`src/rtl/smw_pkg.sv`:
```
package smw_pkg;

  typedef enum logic [1:0] {
    SZ_BYTE  = 2'd0,
    SZ_WORD  = 2'd1,
    SZ_LONG  = 2'd2,
    SZ_LONGX = 2'd3
  } acc_size_e;

  // status register bit positions (decoded by software and detection)
  localparam int ST_RAM_EN = 0;
  localparam int ST_WR_LCK = 1;
  localparam int ST_EEP    = 2;
  localparam int ST_KNOWN  = 4;

  localparam int LANES = 4;

endpackage

```
`src/rtl/smw_bank.sv`:
```
module smw_bank #(
  parameter int ROWS   = 64,
  parameter int ROW_AW = 6
) (
  input  logic              clk,
  input  logic              we,
  input  logic [ROW_AW-1:0] waddr,
  input  logic [7:0]        wdata,
  input  logic [ROW_AW-1:0] raddr,
  output logic [7:0]        rdata
);

  logic [7:0] mem [ROWS];

  initial begin
    for (int i = 0; i < ROWS; i++) mem[i] = 8'h00;
  end

  // read-first single-port style: a read at the written row returns old data
  always_ff @(posedge clk) begin
    if (we) mem[waddr] <= wdata;
    rdata <= mem[raddr];
  end

endmodule

```
`src/rtl/smw_ctrl.sv`:
```
module smw_ctrl
  import smw_pkg::*;
#(
  parameter int                ADDR_W      = 24,
  parameter int                CYC_W       = 16,
  parameter int                EEP_GAP     = 46,
  parameter logic [ADDR_W-1:0] EEP_BASE    = 24'h200000,
  parameter logic [ADDR_W-1:0] WIN_LO_INIT = 24'h200000,
  parameter logic [ADDR_W-1:0] WIN_HI_INIT = 24'h2000FF
) (
  input  logic              clk,
  input  logic              rst,
  input  logic [7:0]        cfg_status,
  input  logic [CYC_W-1:0]  cyc_now,
  input  logic              req_valid,
  input  logic              req_write,
  input  logic [1:0]        req_size,
  input  logic [ADDR_W-1:0] req_addr,
  input  logic [7:0]        wbyte,
  output logic [7:0]        stat_q,
  output logic [ADDR_W-1:0] win_lo_q,
  output logic [ADDR_W-1:0] win_hi_q,
  output logic              rd_hit,
  output logic              rd_eep,
  output logic              st_en,
  output logic              st_byte,
  output logic              eep_wr_valid,
  output logic [7:0]        eep_wr_data
);

  localparam logic [ADDR_W-1:0] EEP_TOP = EEP_BASE + ADDR_W'(1);
  localparam logic [CYC_W-1:0]  GAP_C   = CYC_W'(EEP_GAP);

  logic              in_win, wr_hit, fast_wr, slow_wr, eep_req;
  logic              rd_detect, wr_detect, wr_base, gap_open;
  logic [CYC_W-1:0]  last_q, delta;
  logic [7:0]        pend_q;

  assign in_win  = (req_addr >= win_lo_q) && (req_addr <= win_hi_q);
  assign wr_hit  = req_valid && req_write && in_win;
  assign rd_hit  = req_valid && !req_write && in_win &&
                   (stat_q[ST_RAM_EN] || stat_q[ST_EEP]);
  assign rd_eep  = stat_q[ST_EEP];

  // multi-byte stores take the direct path only on a known, unlocked RAM
  assign fast_wr = (req_size != SZ_BYTE) && stat_q[ST_KNOWN] &&
                   !stat_q[ST_EEP] && !stat_q[ST_WR_LCK];
  assign slow_wr = wr_hit && !fast_wr;
  assign st_en   = wr_hit && !stat_q[ST_EEP] && !stat_q[ST_WR_LCK];
  assign st_byte = !fast_wr;
  assign eep_req = slow_wr && stat_q[ST_EEP];

  assign rd_detect = rd_hit && !stat_q[ST_KNOWN] && stat_q[ST_RAM_EN] &&
                     (req_addr > EEP_TOP);
  assign wr_detect = slow_wr && !stat_q[ST_KNOWN];
  assign wr_base   = ({req_addr[ADDR_W-1:1], 1'b0} == EEP_BASE);

  assign delta    = cyc_now - last_q;
  assign gap_open = (delta >= GAP_C);

  always_ff @(posedge clk) begin
    if (rst) begin
      stat_q       <= cfg_status;
      win_lo_q     <= WIN_LO_INIT;
      win_hi_q     <= WIN_HI_INIT;
      last_q       <= '0;
      pend_q       <= '0;
      eep_wr_valid <= 1'b0;
      eep_wr_data  <= '0;
    end else begin
      eep_wr_valid <= 1'b0;
      if (rd_detect) stat_q[ST_KNOWN] <= 1'b1;
      if (wr_detect) begin
        stat_q[ST_KNOWN] <= 1'b1;
        if (wr_base) begin
          stat_q[ST_EEP] <= 1'b1;
          win_lo_q       <= EEP_BASE;
          win_hi_q       <= EEP_TOP;
        end
      end
      if (eep_req) begin
        pend_q <= wbyte;
        if (gap_open) begin
          eep_wr_valid <= 1'b1;
          eep_wr_data  <= pend_q;
          last_q       <= cyc_now;
        end
      end
    end
  end

endmodule

```
`src/rtl/smw_rsp.sv`:
```
module smw_rsp
  import smw_pkg::*;
(
  input  logic                 clk,
  input  logic                 rst,
  input  logic                 p_rd,
  input  logic                 p_hit,
  input  logic                 p_eep,
  input  logic [7:0]           p_eepdat,
  input  logic                 p_long,
  input  logic [1:0]           p_lane0,
  input  logic [8*LANES-1:0]   lanes,
  output logic                 rsp_valid,
  output logic                 rsp_hit,
  output logic [31:0]          rsp_rdata
);

  logic [7:0]  b0, b2;
  logic [1:0]  lane2;
  logic [31:0] fmt;

  assign lane2 = p_lane0 + 2'd2;
  assign b0    = p_eep ? p_eepdat : lanes[{p_lane0, 3'b000} +: 8];
  assign b2    = p_eep ? p_eepdat : lanes[{lane2, 3'b000} +: 8];

  always_comb begin
    if (!p_hit)      fmt = '0;
    else if (p_long) fmt = {b0, b0, b2, b2};
    else             fmt = {16'h0000, b0, b0};
  end

  always_ff @(posedge clk) begin
    if (rst) begin
      rsp_valid <= 1'b0;
      rsp_hit   <= 1'b0;
      rsp_rdata <= '0;
    end else begin
      rsp_valid <= p_rd;
      rsp_hit   <= p_rd && p_hit;
      rsp_rdata <= p_rd ? fmt : '0;
    end
  end

endmodule

```
`src/rtl/savemem_window.sv`:
```
module savemem_window
  import smw_pkg::*;
#(
  parameter int                ADDR_W      = 24,
  parameter int                CYC_W       = 16,
  parameter int                RAM_BYTES   = 256,
  parameter int                EEP_GAP     = 46,
  parameter logic [ADDR_W-1:0] EEP_BASE    = 24'h200000,
  parameter logic [ADDR_W-1:0] WIN_LO_INIT = 24'h200000,
  parameter logic [ADDR_W-1:0] WIN_HI_INIT = 24'h2000FF
) (
  input  logic              clk,
  input  logic              rst,
  input  logic [7:0]        cfg_status,
  input  logic [CYC_W-1:0]  cyc_now,
  input  logic              req_valid,
  input  logic              req_write,
  input  logic [1:0]        req_size,
  input  logic [ADDR_W-1:0] req_addr,
  input  logic [31:0]       req_wdata,
  input  logic [7:0]        eep_rdata,
  output logic              rsp_valid,
  output logic              rsp_hit,
  output logic [31:0]       rsp_rdata,
  output logic              eep_wr_valid,
  output logic [7:0]        eep_wr_data,
  output logic [7:0]        stat_q,
  output logic [ADDR_W-1:0] win_lo,
  output logic [ADDR_W-1:0] win_hi,
  output logic              dirty
);

  localparam int RAM_AW = $clog2(RAM_BYTES);
  localparam int ROW_AW = RAM_AW - 2;
  localparam int ROWS   = RAM_BYTES / LANES;

  logic              rd_hit, rd_eep, st_en, st_byte;
  logic [RAM_AW-1:0] off, base;
  logic [2:0]        wspan;
  logic              byte_base;
  logic [8*LANES-1:0] lane_q;

  // stage-1 pipeline state
  logic       p_rd, p_hit, p_eep, p_long, p_cmp;
  logic [7:0] p_eepdat, p_cmp_val;
  logic [1:0] p_lane0, p_cmp_lane;

  smw_ctrl #(
    .ADDR_W(ADDR_W), .CYC_W(CYC_W), .EEP_GAP(EEP_GAP), .EEP_BASE(EEP_BASE),
    .WIN_LO_INIT(WIN_LO_INIT), .WIN_HI_INIT(WIN_HI_INIT)
  ) ctrl_i (
    .clk(clk), .rst(rst), .cfg_status(cfg_status), .cyc_now(cyc_now),
    .req_valid(req_valid), .req_write(req_write), .req_size(req_size),
    .req_addr(req_addr), .wbyte(req_wdata[7:0]),
    .stat_q(stat_q), .win_lo_q(win_lo), .win_hi_q(win_hi),
    .rd_hit(rd_hit), .rd_eep(rd_eep), .st_en(st_en), .st_byte(st_byte),
    .eep_wr_valid(eep_wr_valid), .eep_wr_data(eep_wr_data)
  );

  // offset into the save memory, relative to the current lower bound
  assign off       = req_addr[RAM_AW-1:0] - win_lo[RAM_AW-1:0];
  assign byte_base = req_write ? st_byte : (req_size == SZ_BYTE);
  assign base      = byte_base ? off : {off[RAM_AW-1:1], 1'b0};

  always_comb begin
    if (st_byte)                 wspan = 3'd1;
    else if (req_size == SZ_WORD) wspan = 3'd2;
    else                          wspan = 3'd4;
  end

  for (genvar k = 0; k < LANES; k++) begin : g_lane
    logic [1:0]        dk, idx;
    logic [RAM_AW-1:0] ok;
    logic [ROW_AW-1:0] row;
    logic              we;
    logic [7:0]        wd;

    assign dk  = 2'(k) - base[1:0];
    assign ok  = base + RAM_AW'(dk);
    assign row = ok[RAM_AW-1:2];
    assign we  = st_en && ({1'b0, dk} < wspan);
    assign idx = (req_size == SZ_WORD) ? dk + 2'd2 : dk;
    assign wd  = st_byte ? req_wdata[7:0] : req_wdata[{~idx, 3'b000} +: 8];

    smw_bank #(.ROWS(ROWS), .ROW_AW(ROW_AW)) bank_i (
      .clk(clk), .we(we), .waddr(row), .wdata(wd),
      .raddr(row), .rdata(lane_q[8*k +: 8])
    );
  end

  always_ff @(posedge clk) begin
    if (rst) begin
      p_rd       <= 1'b0;
      p_hit      <= 1'b0;
      p_eep      <= 1'b0;
      p_eepdat   <= '0;
      p_long     <= 1'b0;
      p_lane0    <= '0;
      p_cmp      <= 1'b0;
      p_cmp_val  <= '0;
      p_cmp_lane <= '0;
      dirty      <= 1'b0;
    end else begin
      p_rd       <= req_valid && !req_write;
      p_hit      <= rd_hit;
      p_eep      <= rd_eep;
      p_eepdat   <= eep_rdata;
      p_long     <= req_size[1];
      p_lane0    <= base[1:0];
      p_cmp      <= st_en && st_byte;
      p_cmp_val  <= req_wdata[7:0];
      p_cmp_lane <= off[1:0];
      if ((st_en && !st_byte) ||
          (p_cmp && (lane_q[{p_cmp_lane, 3'b000} +: 8] != p_cmp_val)))
        dirty <= 1'b1;
    end
  end

  smw_rsp rsp_i (
    .clk(clk), .rst(rst), .p_rd(p_rd), .p_hit(p_hit), .p_eep(p_eep),
    .p_eepdat(p_eepdat), .p_long(p_long), .p_lane0(p_lane0), .lanes(lane_q),
    .rsp_valid(rsp_valid), .rsp_hit(rsp_hit), .rsp_rdata(rsp_rdata)
  );

endmodule

```
`config.mk`:
```
export PLATFORM = sky130hd
export DESIGN_NAME = savemem_window
export DESIGN_NICKNAME = d
export VERILOG_FILES = /design/src/rtl/smw_pkg.sv /design/src/rtl/smw_bank.sv /design/src/rtl/smw_ctrl.sv /design/src/rtl/smw_rsp.sv /design/src/rtl/savemem_window.sv
export SDC_FILE = /design/constraint.sdc
export NUM_CORES = 2
export LEC_CHECK = 0
export BUFFER_PORTS_ARGS = -buffer_cell sky130_fd_sc_hd__buf_2
export CORE_AREA = 2 2 353 529
export CTS_CLUSTER_SIZE = 40
export DETAILED_ROUTE_END_ITERATION = 10
export DIE_AREA = 0 0 355 531
export GPL_TIMING_DRIVEN = 0
export PLACE_DENSITY = 0.74
export SLEW_MARGIN = 20
export SYNTH_ARGS = -nofsm -noshare
export SYNTH_HDL_FRONTEND = slang
export SYNTH_HIERARCHICAL = 1
export SYNTH_SLANG_ARGS = --single-unit
```
`constraint.sdc`:
```
create_clock -name clk -period 14 [get_ports clk]
set_clock_uncertainty 0.2 [all_clocks]
set_input_delay 1.4 -clock clk [delete_from_list [all_inputs] [get_ports clk]]
set_output_delay 1.4 -clock clk [all_outputs]
set_load 0.005 [all_outputs]
```
==> flow_summary.ini <==
[outcome]
outcome = finished, final reports clean

[clock_network]
cts.htree.levels = 4
clock_sink_count = 2165
tritoncts_buffer_count = 195
ctsLongestPathBuffers = 4
root_buffer_master = clkbuf_16
holdBufCountCts = 0
insertion_delay_ns = 0.85
cts_resized = 0
postCtsSetupBuffers = 0
cts_tree = done
clkSlewWorstSetupHoldPaths_ns = 0.06

[yosys]
synth.area.mux_share_pct = 15.49
synth_compound_area_share_pct = 3.455
post_synthesis_xor_xnor_area_fraction_pct = 0.4633
synth-edff-count = 2056
main_combinational_cell_family_by_area_after_synthesis = multiplexers
synth-warning-count = 6
ys_ff_latch = 2165
syn_area_per_cell_um2 = 19.08
yosys_most_used_dff = edfxtp_1
synthesis.area_um2 = 87780
synth-seq-area-share_pct = 72.82
ys_types = 87
synthSimpleGateAreaFrac_pct = 4.794
synth-adder-area-share_pct = 0.5303
synthArstFlopShare_pct = 0
netlist_instances = 4601

[global_routing]
global_route.peak_usage_layer = met2
grt_usage_pct = 24.03
gr_util_met2_pct = 41.00
grt_start_max_net_pins = 37
met1_usage_pct = 28.86
grt_pass1_wl_mm = 326.8
global_routing_usage_on_met3_pct = 4.658
via_count_of_the_first_global_routing_pass = 47690
antenna_found_initial = 23
grt-ovfl-total = 0

[min_path]
hold_path_class = reg2reg

[routing]
detailroute.via_count = 47610
detail_route.first_pass.iterations = 8
detail_route.iter0.violations = 6186
drt-vias-per-instance = 6.223
postRouteWirelength_mm = 229.0
drtAntennaViolNets = 0
wire_per_inst_um = 29.92
post-route-drc-count = 0

[final_layout]
flow.area_growth_from_synthesis_pct = 14.18
mostFrequentLayoutCells = 2056 x edfxtp_1, 512 x mux4_2, 384 x nor2_1, 206 x buf_2, 202 x clkbuf_16
layout_commonest_cell = edfxtp_1
area.sequential_um2 = 63920
final_net_count = 5188
post_route_cells_drive_above_1_share_pct = 26.08
multi_input_comb_area_um2 = 22360
fillers = 13630
stdcell_count = 7651

[power]
cellLeakagePower_nw = 32.16
power_density_nw_per_um2 = 162.3
worst_ir_drop_vdd_mv = 0.1227

[die]
design.die.area_um2 = 188500
row_count = 193
die_h_um = 531
io_pins = 194
core-area_um2 = 184000
initial_core_utilization_pct = 47.70
die-width_um = 355

[worst_setup_path]
slowest_delay_ns = 0.89
crit_path_max_fanout = 10
setup_crit_start_kind = input port
cp.arrival_ns = 7.15
cpMaxStageDelayCell = o41ai_1
endpoint_kind = flip-flop
crit_top_cell = buf_2
critPathRequiredTime_ns = 14.43
reg2reg_setup_slack_ns = 7.74
worstSetupPathType = in2reg
timing.critical_path.cells = buf_2 > inv_1 > fa_1 > inv_1 > ha_1 > nand3_1 > xnor2_1 > buf_2 > buf_4 > clkbuf_1 > buf_2 > o221ai_1 > o21a_1 > o41ai_1

[sta]
slew_viol_final = 0
setup-tns-final_ns = 0
finalCriticalPeriod_ns = 6.712
finalSetupViolCount = 0
max_freq_ghz = 0.1490
timing.final.hold_violations = 0
finalCritPeriodShare_pct = 47.94
setup_repair_after_global_routing_missed_its_margin = false
max_slew_margin_pct = 18.26
final.setup.worst_slack_ns = 7.288
slew_at_the_pin_with_the_worst_max_slew_slack_ns = 1.220

[placed_design]
numPlacedInstances = 7298
io_buffer_count = 152
estimated_wirelength_of_the_detail_placed_design_mm = 160.4
place_congestion = 0.9682
place_ws_ns = 6.543

[flow_run]
drv_cap = 0
[synthesized netlist by cell type (15+ instances only)]
master / instances / share of area, %
nor4_1: 15 / 0.11
nand2b_1: 84 / 0.60
o221ai_1: 48 / 0.48
edfxtp_1: 2056 / 70
a211oi_1: 19 / 0.16
dfxtp_1: 109 / 2.5
buf_6: 26 / 0.33
nor3_1: 41 / 0.23
a221oi_1: 24 / 0.24
nor2b_1: 83 / 0.59
buf_4: 117 / 1.0
nand3_1: 58 / 0.33
ha_1: 34 / 0.48
a21oi_1: 48 / 0.27
o21ai_0: 27 / 0.15
o22ai_1: 34 / 0.24
nor2_1: 384 / 1.6
and2_1: 19 / 0.14
buf_2: 54 / 0.31
clkbuf_1: 85 / 0.36
nand2_1: 156 / 0.67
o21a_1: 17 / 0.15
mux2_2: 52 / 0.67
a22oi_1: 29 / 0.25
xnor2_1: 23 / 0.23
mux4_2: 512 / 13
buf_1: 17 / 0.073
nand4_1: 19 / 0.14
mux2i_1: 148 / 1.7
inv_1: 34 / 0.15
o21ai_1: 33 / 0.19
[through the flow]
step | util, % | cell area (µm²) | total power, mW | hold WS (ns)
3_5_place_dp | 51.06 | 93950 | 11.07 | 0.2636
4_1_cts | 54.45 | 100200 | 16.27 | 0.2748
5_1_grt | 54.46 | 100200 | 16.66 | 0.2898
6_report | 54.47 | 100200 | 16.27 | 0.2716
3_3_place_gp | 49.85 | 91730 | 10.93 | 0.2578
2_1_floorplan | - | 87920 | 9.666 | 0.2297
[cells by family (layout without fill, tap and decap cells)]
family	Yosys count	after routing
flops	2165	2165
simple gates	899	899
mux	712	712
compound gates	404	404
buf+inv	346	916
xor+xnor	37	37
fa+ha+maj	36	36
other cells	2	45
[path summary, 6_finish.rpt]
path,endpoint,from,depth (start not counted)
hold reg to reg,ctrl_i/eep_wr_data[3]$_SDFFE_PP0P_,ctrl_i/eep_wr_data[3]$_SDFFE_PP0P_,2
setup reg to reg,g_lane[2].bank_i/rdata[5]$_DFF_P_,ctrl_i/stat_q[2]$_SDFFCE_PN1P_,16
setup / recovery,g_lane[2].bank_i/rdata[5]$_DFF_P_,req_addr[1],14
hold / removal,ctrl_i/eep_wr_data[3]$_SDFFE_PP0P_,ctrl_i/eep_wr_data[3]$_SDFFE_PP0P_,2
[cell type report]
class	instances	area share (%)
clock inverters	111	0.9875
repair buffers	221	2.498
multi-input cells	2129	22.31
diodes	4	0.009988
plain buffers	310	1.999
well taps	2437	3.042
flip-flops and latches	2165	63.78
inverters	36	0.1361
clock buffers	238	5.238
[routing by layer]
metal	up-vias	part of all wire, %
met5	-	0.018
met4	6	6.4
met3	731	9.7
met2	3071	50
met1	24300	34
li1	19500	-
[worst max-delay path, delay by kind of cell]
family	cells	cell delay [ns]
fa+ha+maj	2	1.10
xor+xnor	1	0.61
buf+inv	7	2.53
simple gates	1	0.13
compound gates	3	1.33
[registers in the layout (all words and copies together) (netlist names), 2 cells and up]
signal and cells:
ctrl_i/eep_wr_data 8, ctrl_i/stat_q 8, rsp_i/rsp_rdata 16, ctrl_i/last_q 16
g_lane.bank_i/mem 2048, p_lane0 2, p_cmp_val 8, ctrl_i/pend_q 8
p_eepdat 8, g_lane.bank_i/rdata 32
[power breakdown]
group | switching [mW] | internal [mW]
combinational | 2.28 | 1.48
clock | 2.31 | 2.95
sequential | 0.0407 | 7.21
No activity file was read; power rests on OpenSTA's default activity.
